**config.mk**
```make
export PLATFORM = sky130hd
export DESIGN_NAME = rx_dest_filter
export DESIGN_NICKNAME = d
export VERILOG_FILES = /design/src/rtl/dfa_pkg.sv /design/src/rtl/dfa_cfg_regs.sv /design/src/rtl/dfa_collect.sv /design/src/rtl/dfa_decide.sv /design/src/rtl/rx_dest_filter.sv
export SDC_FILE = /design/constraint.sdc
export NUM_CORES = 1
export LEC_CHECK = 0
export ABC_AREA = 1
export BUFFER_PORTS_ARGS = -buffer_cell sky130_fd_sc_hd__buf_2
export CAP_MARGIN = 40
export CORE_MARGIN = 2
export CORE_UTILIZATION = 30
export DETAILED_ROUTE_END_ITERATION = 16
export PLACE_DENSITY = 0.57
export SLEW_MARGIN = 20
export SYNTH_ARGS = -nofsm -noshare
export SYNTH_HDL_FRONTEND = slang
export SYNTH_SLANG_ARGS = --single-unit
```
**constraint.sdc**
```tcl
create_clock -name clk -period 3.95 [get_ports clk]
set_input_delay 0.79 -clock clk [delete_from_list [all_inputs] [get_ports clk]]
set_output_delay 0.79 -clock clk [all_outputs]
set_load 0.02 [all_outputs]
```
**src/rtl/dfa_pkg.sv**
```systemverilog
package dfa_pkg;
  localparam int ADDR_BYTES = 6;
  localparam int ADDR_W     = ADDR_BYTES * 8;
  localparam int HASH_W     = 6;
  localparam int TBL_BITS   = 1 << HASH_W;
  localparam int REG_W      = 32;
  localparam int CNT_W      = $clog2(ADDR_BYTES);
  localparam int HI_BITS    = ADDR_W - REG_W;

  typedef enum logic [2:0] {
    SEL_CTRL   = 3'd0,
    SEL_UA0_LO = 3'd1,
    SEL_UA0_HI = 3'd2,
    SEL_UA1_LO = 3'd3,
    SEL_UA1_HI = 3'd4,
    SEL_TBL_LO = 3'd5,
    SEL_TBL_HI = 3'd6
  } cfg_sel_e;

  typedef struct packed {
    logic                en_ua0;
    logic                en_ua1;
    logic                hash_all;
    logic                en_bcast;
    logic [ADDR_W-1:0]   ua0;
    logic [ADDR_W-1:0]   ua1;
    logic [TBL_BITS-1:0] table_bits;
  } filt_cfg_t;

  // Folds one byte, arriving at position idx, into the slice-XOR hash.
  function automatic logic [HASH_W-1:0] byte_fold(input logic [CNT_W-1:0] idx,
                                                  input logic [7:0] b);
    logic [HASH_W-1:0] r;
    int pos;
    r = '0;
    for (int j = 0; j < 8; j++) begin
      pos = int'(idx) * 8 + j;
      r[pos % HASH_W] = r[pos % HASH_W] ^ b[j];
    end
    return r;
  endfunction
endpackage

```
**src/rtl/dfa_cfg_regs.sv**
```systemverilog
module dfa_cfg_regs
  import dfa_pkg::*;
(
  input  logic             clk,
  input  logic             rst_n,
  input  logic             we,
  input  logic [2:0]       sel,
  input  logic [REG_W-1:0] wdata,
  input  logic             load,
  output filt_cfg_t        active
);
  filt_cfg_t shadow;

  always_ff @(posedge clk) begin
    if (!rst_n) begin
      shadow <= '0;
    end else if (we) begin
      case (cfg_sel_e'(sel))
        SEL_CTRL: begin
          shadow.en_ua0   <= wdata[0];
          shadow.en_ua1   <= wdata[1];
          shadow.hash_all <= wdata[2];
          shadow.en_bcast <= wdata[3];
        end
        SEL_UA0_LO: shadow.ua0[REG_W-1:0]       <= wdata;
        SEL_UA0_HI: shadow.ua0[ADDR_W-1:REG_W]  <= wdata[HI_BITS-1:0];
        SEL_UA1_LO: shadow.ua1[REG_W-1:0]       <= wdata;
        SEL_UA1_HI: shadow.ua1[ADDR_W-1:REG_W]  <= wdata[HI_BITS-1:0];
        SEL_TBL_LO: shadow.table_bits[REG_W-1:0]        <= wdata;
        SEL_TBL_HI: shadow.table_bits[TBL_BITS-1:REG_W] <= wdata;
        default: ;
      endcase
    end
  end

  // Working copy refreshed only at a frame boundary.
  always_ff @(posedge clk) begin
    if (!rst_n)    active <= '0;
    else if (load) active <= shadow;
  end
endmodule

```
**src/rtl/dfa_collect.sv**
```systemverilog
module dfa_collect
  import dfa_pkg::*;
(
  input  logic              clk,
  input  logic              rst_n,
  input  logic              in_valid,
  input  logic [7:0]        in_data,
  output logic              in_ready,
  output logic              take_first,
  output logic              deciding,
  output logic [ADDR_W-1:0] addr,
  output logic [HASH_W-1:0] hash
);
  localparam logic [CNT_W-1:0] LAST = CNT_W'(ADDR_BYTES - 1);

  logic [CNT_W-1:0] cnt;
  logic             take;

  assign in_ready   = !deciding;
  assign take       = in_valid && in_ready;
  assign take_first = take && (cnt == '0);

  always_ff @(posedge clk) begin
    if (!rst_n) begin
      cnt      <= '0;
      deciding <= 1'b0;
      hash     <= '0;
    end else begin
      deciding <= take && (cnt == LAST);
      if (take) begin
        cnt  <= (cnt == LAST) ? '0 : cnt + 1'b1;
        hash <= ((cnt == '0) ? '0 : hash) ^ byte_fold(cnt, in_data);
      end
    end
  end

  for (genvar g = 0; g < ADDR_BYTES; g++) begin : g_byte
    always_ff @(posedge clk) begin
      if (!rst_n)                              addr[g*8 +: 8] <= '0;
      else if (take && cnt == CNT_W'(g))       addr[g*8 +: 8] <= in_data;
    end
  end
endmodule

```
**src/rtl/dfa_decide.sv**
```systemverilog
module dfa_decide
  import dfa_pkg::*;
(
  input  filt_cfg_t         cfg,
  input  logic [ADDR_W-1:0] addr,
  input  logic [HASH_W-1:0] hash,
  output logic              keep
);
  logic hit_ua0, hit_ua1, hit_bcast, hit_hash, is_group;

  assign is_group  = addr[0];
  assign hit_ua0   = cfg.en_ua0   && (addr == cfg.ua0);
  assign hit_ua1   = cfg.en_ua1   && (addr == cfg.ua1);
  assign hit_bcast = cfg.en_bcast && (&addr);
  assign hit_hash  = (cfg.hash_all || is_group) && cfg.table_bits[hash];
  assign keep      = hit_ua0 || hit_ua1 || hit_bcast || hit_hash;
endmodule

```
**src/rtl/rx_dest_filter.sv**
```systemverilog
module rx_dest_filter
  import dfa_pkg::*;
(
  input  logic             clk,
  input  logic             rst_n,
  input  logic             cfg_we,
  input  logic [2:0]       cfg_sel,
  input  logic [REG_W-1:0] cfg_wdata,
  input  logic             byte_valid,
  output logic             byte_ready,
  input  logic [7:0]       byte_data,
  output logic             decision_done,
  output logic             decision_accept
);
  filt_cfg_t         cfg_act;
  logic              take_first, deciding, keep;
  logic [ADDR_W-1:0] addr;
  logic [HASH_W-1:0] hash;

  dfa_cfg_regs u_cfg (
    .clk, .rst_n, .we(cfg_we), .sel(cfg_sel), .wdata(cfg_wdata),
    .load(take_first), .active(cfg_act)
  );

  dfa_collect u_col (
    .clk, .rst_n, .in_valid(byte_valid), .in_data(byte_data),
    .in_ready(byte_ready), .take_first, .deciding, .addr, .hash
  );

  dfa_decide u_dec (.cfg(cfg_act), .addr, .hash, .keep);

  always_ff @(posedge clk) begin
    if (!rst_n) begin
      decision_done   <= 1'b0;
      decision_accept <= 1'b0;
    end else begin
      decision_done <= deciding;
      if (take_first)    decision_accept <= 1'b0;
      else if (deciding) decision_accept <= keep;
    end
  end
endmodule

```
# Yosys cells after proc, flatten, opt, wreduce, memory -nomap -nowiden
# Memory sizes are Yosys's and may differ from the RTL's.
# Index checks and enable logic that the tools add are counted.
# W data, S select, Z words.
dict set report op_classes {
  n_addsub 8
  div_mod_pow 8
  magnitude_cmp 17
  eq_ne 13
  n_mux 50
  bitwise_logic 11
  reduce_logical 35
}
# op count
set op_table {}
lappend op_table {{$ge A32 B1 Y1 const B} 8}
lappend op_table {{$lt A32 B5 Y1 const B} 8}
lappend op_table {{$mod A32 B4 Y32 const B} 7}
lappend op_table {{$eq A48 B48 Y1} 2}
lappend op_table {{$reduce_and A48 Y1} 1}
lappend op_table {{$bwmux W6} 7}
lappend op_table {{$mod A7 B4 Y32 const B} 1}
lappend op_table {{$add A6 B3 Y7 const B} 4}
lappend op_table {{$mux W1} 25}
lappend op_table {{$demux W1 S3} 8}
lappend op_table {{$bmux W1 S3} 7}
lappend op_table {{$logic_and A1 B1 Y1} 19}
lappend op_table {{$eq A3 B3 Y1 const B} 5}
lappend op_table {{$add A6 B2 Y7 const B} 2}
lappend op_table {{$reduce_and A2 Y1} 7}
lappend op_table {{$eq A3 B2 Y1 const B} 4}
lappend op_table {{$xor A1 B1 Y1} 8}
lappend op_table {{$add A6 B1 Y7 const B} 1}
lappend op_table {{$lt A6 B7 Y1 const B} 1}
lappend op_table {{$and A6 B6 Y6} 1}
lappend op_table {{$bmux W1 S6} 1}
lappend op_table {{$eq A3 B1 Y1 const B} 2}
lappend op_table {{$logic_not A3 Y1} 2}
lappend op_table {{$mux W6} 1}
lappend op_table {{7 further kinds} 10}
dict set report totals {
  regBits 388
  rom_bits 8
  inputBits 47
  output_inout_bits 3
  elab_cells 171
  n_memories 1
}
# memory words word_bits rd rd_clocked_by_memory_dff write_ports line_no
set mem_list {}
lappend mem_list {{(no name shown)} 8 1 1 0 0 dfa_pkg.sv:38} ;# r[pos % HASH_W] = r[pos % HASH_W] ^ b[j];

# Longest topological paths before layout
# Gate-level depths: netlist of run 1.
dict set report logic_depth {
  word_depth 42
  ltp_mapped 41
  mapped_depth_nobuf 40
}

# By module
# Synthesis of run 1 repeated with hierarchy kept, for this count alone.
dict set report hier_totals {
  cells_unflattened 2870
  hier_area_um2 19155.9
}
# module instances cells_per_inst area_per_inst_um2 seq_area_each_um2
set modules_own_cells {}
lappend modules_own_cells {dfa_cfg_regs 1 1651 12076.6 6566.3}
lappend modules_own_cells {dfa_collect 1 737 4772.1 1161.1}
lappend modules_own_cells {dfa_decide 1 472 2232.1 0.0}
lappend modules_own_cells {rx_dest_filter 1 10 75.1 40.0}

# Worst setup path after synthesis of run 1
# Ideal clock, no wire load.
dict set report synth_path {
  path_kind {register to register}
  from {reg u_col.cnt[1]}
  to {reg u_col.hash[1]}
  setup_time_ps 115
  arrival_time_ps 4207
  required_time_ps 3835
  path_slack_ps -372
  stages_incl_launch_ff 36
  n_path_buf 2
  synth_period_minus_slack_ps 4322
  cell_sequence {dfxtp_1 > buf_2 > nand2_1 > inv_1 > ha_1 > inv_1 > nand3_1 > nand2_1 > ha_1 > inv_1 > nand4_1 > nand2_1 > a21oi_2 > nand3_4 > buf_6 > inv_1 > ha_1 > nand3_2 > ha_1 > inv_1 > nand3_1 > nand2_1 > nand2_1 > nand3_1 > nand3_1 > nand2_1 > nand3_1 > nand2_1 > nand3_1 > and2_1 > nand3_1 > nand3_2 > nand3_1 > nand3_1 > nand2_1 > nor2_1}
}
dict set report synth_via {
  elab_chain_len 42
  word_cells_on_any_way 98
  classes_between {add/sub: 7; div: 8; order compare: 16; mux: 47; bitwise: 10; reduce/logical: 9; memory: 1}
}
# element line_no
set synth_lines {}
lappend synth_lines {{start, declared} dfa_collect.sv:16} ;# logic [CNT_W-1:0] cnt;
lappend synth_lines {{start signal, assigned} dfa_collect.sv:31} ;# cnt <= (cnt == LAST) ? '0 : cnt + 1'b1;
lappend synth_lines {{branches (longest 41 deep; another with $mod A32 B4 Y32)} n/a}
lappend synth_lines {{$xor A6 B6 Y6 *} dfa_collect.sv:32} ;# hash <= ((cnt == '0) ? '0 : hash) ^ byte_fold(cnt, in_data);
lappend synth_lines {{end signal, assigned} dfa_collect.sv:32}
lappend synth_lines {{end, declared} dfa_collect.sv:12} ;# output logic [HASH_W-1:0] hash
# Every way passes the cells marked *. The select of a mux whose other input is x is not followed.
# A chain may end at the register's enable or synchronous reset.

# Worst setup path after layout of run 1
dict set report layout_path {
  from {reg u_col.cnt[1]}
  to {reg u_col.hash[4]}
}
# Same word-level chain as after synthesis.

==> results of run 1 <==
-- area by class of cell --
class | count | area (um^2) | share of cell area (%)
multi-input cells | 1735 | 9360 | 42.9
flip-flops and latches | 388 | 7770 | 35.6
repair buffers | 213 | 1560 | 7.15
clock buffers | 53 | 1170 | 5.38
well taps | 765 | 957 | 4.39
inverters | 181 | 712 | 3.26
clock inverters | 20 | 289 | 1.32
-- state kept, by name (all words and copies together), names as in the netlist --
signal	count
decision_accept	1
decision_done	1
u_cfg.active	164
u_cfg.shadow	164
u_col.addr	48
u_col.cnt	3
u_col.deciding	1
u_col.hash	6
-- critical path, delay by kind of cell, from the launching register on --
kind                     cells  cell delay (ps)
AO/OA/AOI/OAI                3              530
AND/OR/NAND/NOR             25             2440
flip-flops                   1              340
buffers and inverters        6              590
adder cells (fa/ha/maj)      1              140
-- metrics by stage --
| step | total power [mW] | utilization, % | cells | instance area (um^2) | setup TNS [ps] |
|---|---|---|---|---|---|
| finish | 11.3 | 37.8 | 3355 | 21800 | -879 |
| global route | 11.8 | 37.8 | 3355 | 21800 | -2590 |
| CTS | 11.1 | 36.9 | 3346 | 21300 | -165 |
| detailed placement | 6.81 | 33.8 | 3262 | 19500 | -1800 |
| floorplan | 5.90 | - | 2430 | 17600 | -164 |
| global placement | 6.78 | 33.8 | 3262 | 19500 | -1090 |
-- layer usage --
metal	global-route usage, %	wire length [um]	share of wire, %	up-vias
li1	-	-	-	8312
met1	25.3	26300	46	7876
met2	30.3	26100	46	415
met3	2.19	2800	4.9	104
met4	5.47	1650	2.9	0
met5	0	0	0	-
-- worst max path at each step --
stage	slack, ps	endpoint	cells past startpoint	startpoint
6_report	-220	u_col.hash[4]	35	u_col.cnt[1]
5_1_grt	-500	u_col.hash[4]	33	u_col.cnt[1]
4_1_cts	-80	u_col.hash[4]	37	u_col.cnt[1]
3_5_place_dp	-320	u_col.hash[3]	35	u_col.cnt[2]
3_3_place_gp	-200	u_col.hash[1]	31	u_col.cnt[2]
2_1_floorplan	-60	u_col.hash[0]	36	u_col.cnt[1]
-- timing repair --
action / CTS / global route
buffers inserted: 10 / 9
setup endpoints to repair: 6 / 6
cloned: 1 / 0
gates resized for setup: 55 / 108
hold buffers: 0 / 0
hold endpoints to repair: 0 / 0
pin swaps: 34 / 61
-- cell usage in the layout (no fill, tap or decap), types with 16 or more instances in the layout --
cell type and n:
a21oi_1 104, buf_2 48, buf_4 153, clkbuf_16 43, dfxtp_1 385, ha_1 18, inv_1 147, inv_2 21
nand2_1 120, nand2_2 26, nand3_1 49, nand3_2 40, nand3_4 21, nand4_1 26, nor2_1 666, o21ai_0 417
o221ai_1 16, o22ai_1 28, xor2_1 35
-- synthesized netlist by cell type, drive strengths merged --
master	instances
o21ai	441
o22ai	28
nand3	109
o41ai	1
or2	3
o21bai	1
nor3	17
and3	2
o21a	1
nand4	26
ha	29
a221oi	15
o211ai	3
dfxtp	388
inv	176
o221ai	16
nor2	683
a21oi	111
clkbuf	117
xnor2	14
a31oi	5
buf	10
clkinv	5
or4	2
a311oi	1
nand3b	5
nor4	14
nand2	161
a2111oi	2
and2	3
o2111ai	1
nor4b	1
a211oi	2
xor2	37
-- report_power, final --
part | internal [mW] | switching, mW
Clock | 2.56 | 1.61
Combinational | 1.10 | 1.66
Sequential | 4.17 | 0.174
Total | 7.83 | 3.44
-- logic make-up after synthesis --
family	synth area share, %
compound gates	19.3
xor+xnor	2.59
fa+ha+maj	2.07
buf+inv	6.68
flops	44.4
simple gates	25.0
==> results.cfg, run 1 <==
[power]
power.density_nw_per_um2 = 516
ir_drop_mv = 0.296
p_leak_nw = 9.24

[global_route]
grt_max_degree = 136
track_usage_pct = 18.5
globalRouteOverflowTotal = 0
antenna_found_initial = 2
grt_pass1_vias = 16100
grt_pass1_wl_um = 89100

[sta]
setup_viol = 6
fin_crit_ps = 4170
timing.final.max_slew_violations = 0
fin_crit_sh_pct = 106
rsz0062_at_grt = true
slew_headroom_pct = 49.3
hold_violations = 0
tightest_slew_ps = 761
fmax_mhz = 240
fin_ws_ps = -219
whs_ps = 470
fin_skew_ps = 17.0

[synth]
synth-seq-area-share_pct = 44.4
synth.top_cell.area_share_pct = 44.4
syn_inst = 2430
ys_ff_latch = 388
synth.distinct_cells = 56
yosysWarnings = 0
yosys.area.top_type = dfxtp_1
synth.area.top_cells = dfxtp_1, nor2_1, o21ai_0
synth_fp_nets = 2506
syn_area_per_cell_um2 = 7.21
synth_area_um2 = 17500

[floorplan]
coreArea_um2 = 57700
rows = 88
fp.dieArea_um2 = 60300
initial_core_util_pct = 30.4
die_w_um = 246
ios = 50
die_y_um = 246

[run]
maxCapViolCount = 0

[drt]
vias = 16700
first_pass_iters = 6
drt_iter0_markers = 1197
wirelength_um = 56900
viasPerCell = 4.98
ant_nets = 0
wl_per_cell_um = 17.0
drc = 0

[setup_path]
r2r_slack_ps = -220
max_stage_delay_ps = 340
crit_path_frequent_cell = nand3_2
rr_endpoint = u_col.hash[4]
critPathLaunchType = register
cp_data_required_time_ps = 4380
end_kind = register
r2r-start = u_col.cnt[1]
slowest_stage = dfxtp_2
critical_path_arrival_ps = 4600
critPathKind = register to register
reg2regPathDepth = 35
cp_max_fo = 7

[clocking]
cts-root-buf = clkbuf_16
cts_max_path_buffers = 3
insertion_delay_ps = 540
clk_pin_slew_worst_paths_ps = 60
clock_sinks = 388
htreeDepth = 2
numCtsBuffers = 41
tritoncts = yes

[cells_and_area]
drive_gt1_share_pct = 18.5
area_growth_pct = 24.6
diodes = 0
fillers = 6042
final_nets = 2636

[hold_path]
min_from = u_cfg.active[102]
whs_endpoint = u_cfg.active[102]
holdPathStages = 2
hold_class = register to register

[place]
port_buffers = 49
hpwl_um = 39500
gp_congestion = 0.844
dp_slack_ps = -324

[outcome]
status = finished with violations
violations = negative setup slack
(Power assumes the default switching activity.)
==> run 2, diff against run 1 <==
--- a/config.mk
+++ b/config.mk
@@ -7,11 +7,10 @@
 export LEC_CHECK = 0
 export ABC_AREA = 1
 export BUFFER_PORTS_ARGS = -buffer_cell sky130_fd_sc_hd__buf_2
-export CAP_MARGIN = 40
 export CORE_MARGIN = 2
 export CORE_UTILIZATION = 30
 export DETAILED_ROUTE_END_ITERATION = 16
-export PLACE_DENSITY = 0.57
+export PLACE_DENSITY = 0.56
 export SLEW_MARGIN = 20
 export SYNTH_ARGS = -nofsm -noshare
 export SYNTH_HDL_FRONTEND = slang
==> run 2 against run 1 <==
Effect of this change: the flow still finishes with violations (negative setup slack); non-clock buffer count grew 21; sequential share of layout area down 0.56 points; count of clock-buffer cells in the layout is 10 higher.
==> results.cfg, run 2 (synthesis gave the netlist of run 1 again) <==
[outcome]
status = finished with violations
violations = negative setup slack

[power]
switching_share_pct = 30.4
power.density_nw_per_um2 = 520
pwr-share-seq_pct = 37.7
p_switching_mw = 3.50
internal_power_mw = 8.03
ir_drop_mv = 0.337
p_leak_nw = 9.39
p_clk_share_pct = 37.4
pwr-share-comb_pct = 25.0

[setup_path]
critPathLaunchType = register
critical_path_arrival_ps = 4560
cp_max_fo = 6
max_stage_delay_ps = 330
crit_path_frequent_cell = nand3_4
end_kind = register
slowest_stage = dfxtp_2
cp_data_required_time_ps = 4390
critPathKind = register to register

[cells_and_area]
fillers = 5956
mostFrequentLayoutCells = nor2_1, o21ai_0, dfxtp_1, buf_4, inv_1
drive_gt1_share_pct = 20.1
final_nets = 2657
area_growth_pct = 26.6
reg_top3 = u_cfg.active x164, u_cfg.shadow x164, u_col.addr x48
diodes = 0
final_cells = 3378
final_common_cell = nor2_1

[sta]
tightest_slew_ps = 957
fin_ws_ps = -168
fin_crit_sh_pct = 104
setup_viol = 6
rsz0062_at_grt = true
fin_crit_ps = 4120
slew_headroom_pct = 36.2
fmax_mhz = 243
fin_skew_ps = 12.2
timing.final.max_slew_violations = 0
hold_violations = 0

[place]
hpwl_um = 39600
gp_congestion = 0.844
dp_cells = 3266
port_buffers = 49
dp_slack_ps = -288

[clocking]
cts_max_path_buffers = 3
clock_sinks = 388
insertion_delay_ps = 550
clk_pin_slew_worst_paths_ps = 60
hold_buffers = 0
tritoncts = yes
cts-root-buf = clkbuf_16
numCtsBuffers = 42
htreeDepth = 2

[floorplan]
ios = 50
rows = 88
coreArea_um2 = 57700
die_w_um = 246
die_y_um = 246
initial_core_util_pct = 30.4
fp.dieArea_um2 = 60300

[drt]
first_pass_iters = 5
ant_nets = 0
drc = 0
wirelength_um = 57500
vias = 16700
viasPerCell = 4.95
wl_per_cell_um = 17.0
drt_iter0_markers = 1100

[global_route]
globalRouteOverflowTotal = 0
grt_pass1_vias = 16000
grt_max_degree = 217
grt_pass1_wl_um = 89900
antenna_found_initial = 2
track_usage_pct = 18.6

[run]
maxCapViolCount = 0

[hold_path]
hold_class = register to register
[run 2: cell types whose count changed in the layout (fill, tap and decap cells not counted), sizes merged]
cell      before  now
clkbuf        54   64
buf          212  233
inv          179  176
clkinvlp       1    0
nand3        110  109
clkinv        14   12
bufinv         7    6
[run 2: final cells by class]
class,count,area [um^2],share of cell area (%)
multi-input cells,1734,9460,42.6
clock buffers,63,1310,5.92
flip-flops and latches,388,7770,35.1
clock inverters,13,215,0.970
inverters,181,707,3.19
repair buffers,234,1760,7.92
well taps,765,957,4.32
[run 2: repair_timing]
action                                  in CTS  in global routing
pin swaps                                   62                 73
endpoints found under the setup margin       6                  6
buffers inserted                            18                 18
resized for setup                           98                 97
[run 2: power by group through the flow]
stage | combinational [mW] | clock, mW | sequential (mW)
6_report | 2.88 | 4.31 | 4.34
4_1_cts | 2.61 | 4.36 | 4.34
5_1_grt | 3.18 | 4.53 | 4.37
3_3_place_gp | 2.38 | 0 | 4.42
2_1_floorplan | 1.54 | 0 | 4.36
3_5_place_dp | 2.41 | 0 | 4.43
[run 2: path summary, 6_finish.rpt]
check / cells after the start / start / to / slack [ps]
worst min-delay path: 2 / u_cfg.active[118] / u_cfg.active[118] / 470
worst min register to register: 2 / u_cfg.active[118] / u_cfg.active[118] / 470
worst max register to register: 34 / u_col.cnt[1] / u_col.hash[3] / -170
worst max-delay path: 34 / u_col.cnt[1] / u_col.hash[3] / -170
[run 2: per-layer routing]
metal,vias up,global-route usage (%),wire [um]
li1,8351,-,-
met1,7916,25.5,26900
met2,380,31.1,26900
met3,73,2.43,2670
met4,2,4.10,1030
met5,-,0,13
[run 2: stage by stage]
step | setup TNS [ps] | power, mW | hold slack, ps | util, % | instance area [um^2]
6_report | -854 | 11.5 | 466 | 38.4 | 22200
2_1_floorplan | -164 | 5.90 | 430 | - | 17600
3_3_place_gp | -868 | 6.80 | 452 | 33.9 | 19600
4_1_cts | -208 | 11.3 | 466 | 37.5 | 21600
5_1_grt | -2580 | 12.1 | 488 | 38.4 | 22200
3_5_place_dp | -1610 | 6.84 | 457 | 33.9 | 19600
[run 2: critical path: cells and delay by family (launching register included)]
family                     cells  cell delay, ps
and+or+nand+nor               24            2310
adders and majority gates      2             350
DFF                            1             330
buffers and inverters          6             580
xor gates and xnor gates       1             180
AOI/OAI and AO/OA              1             240
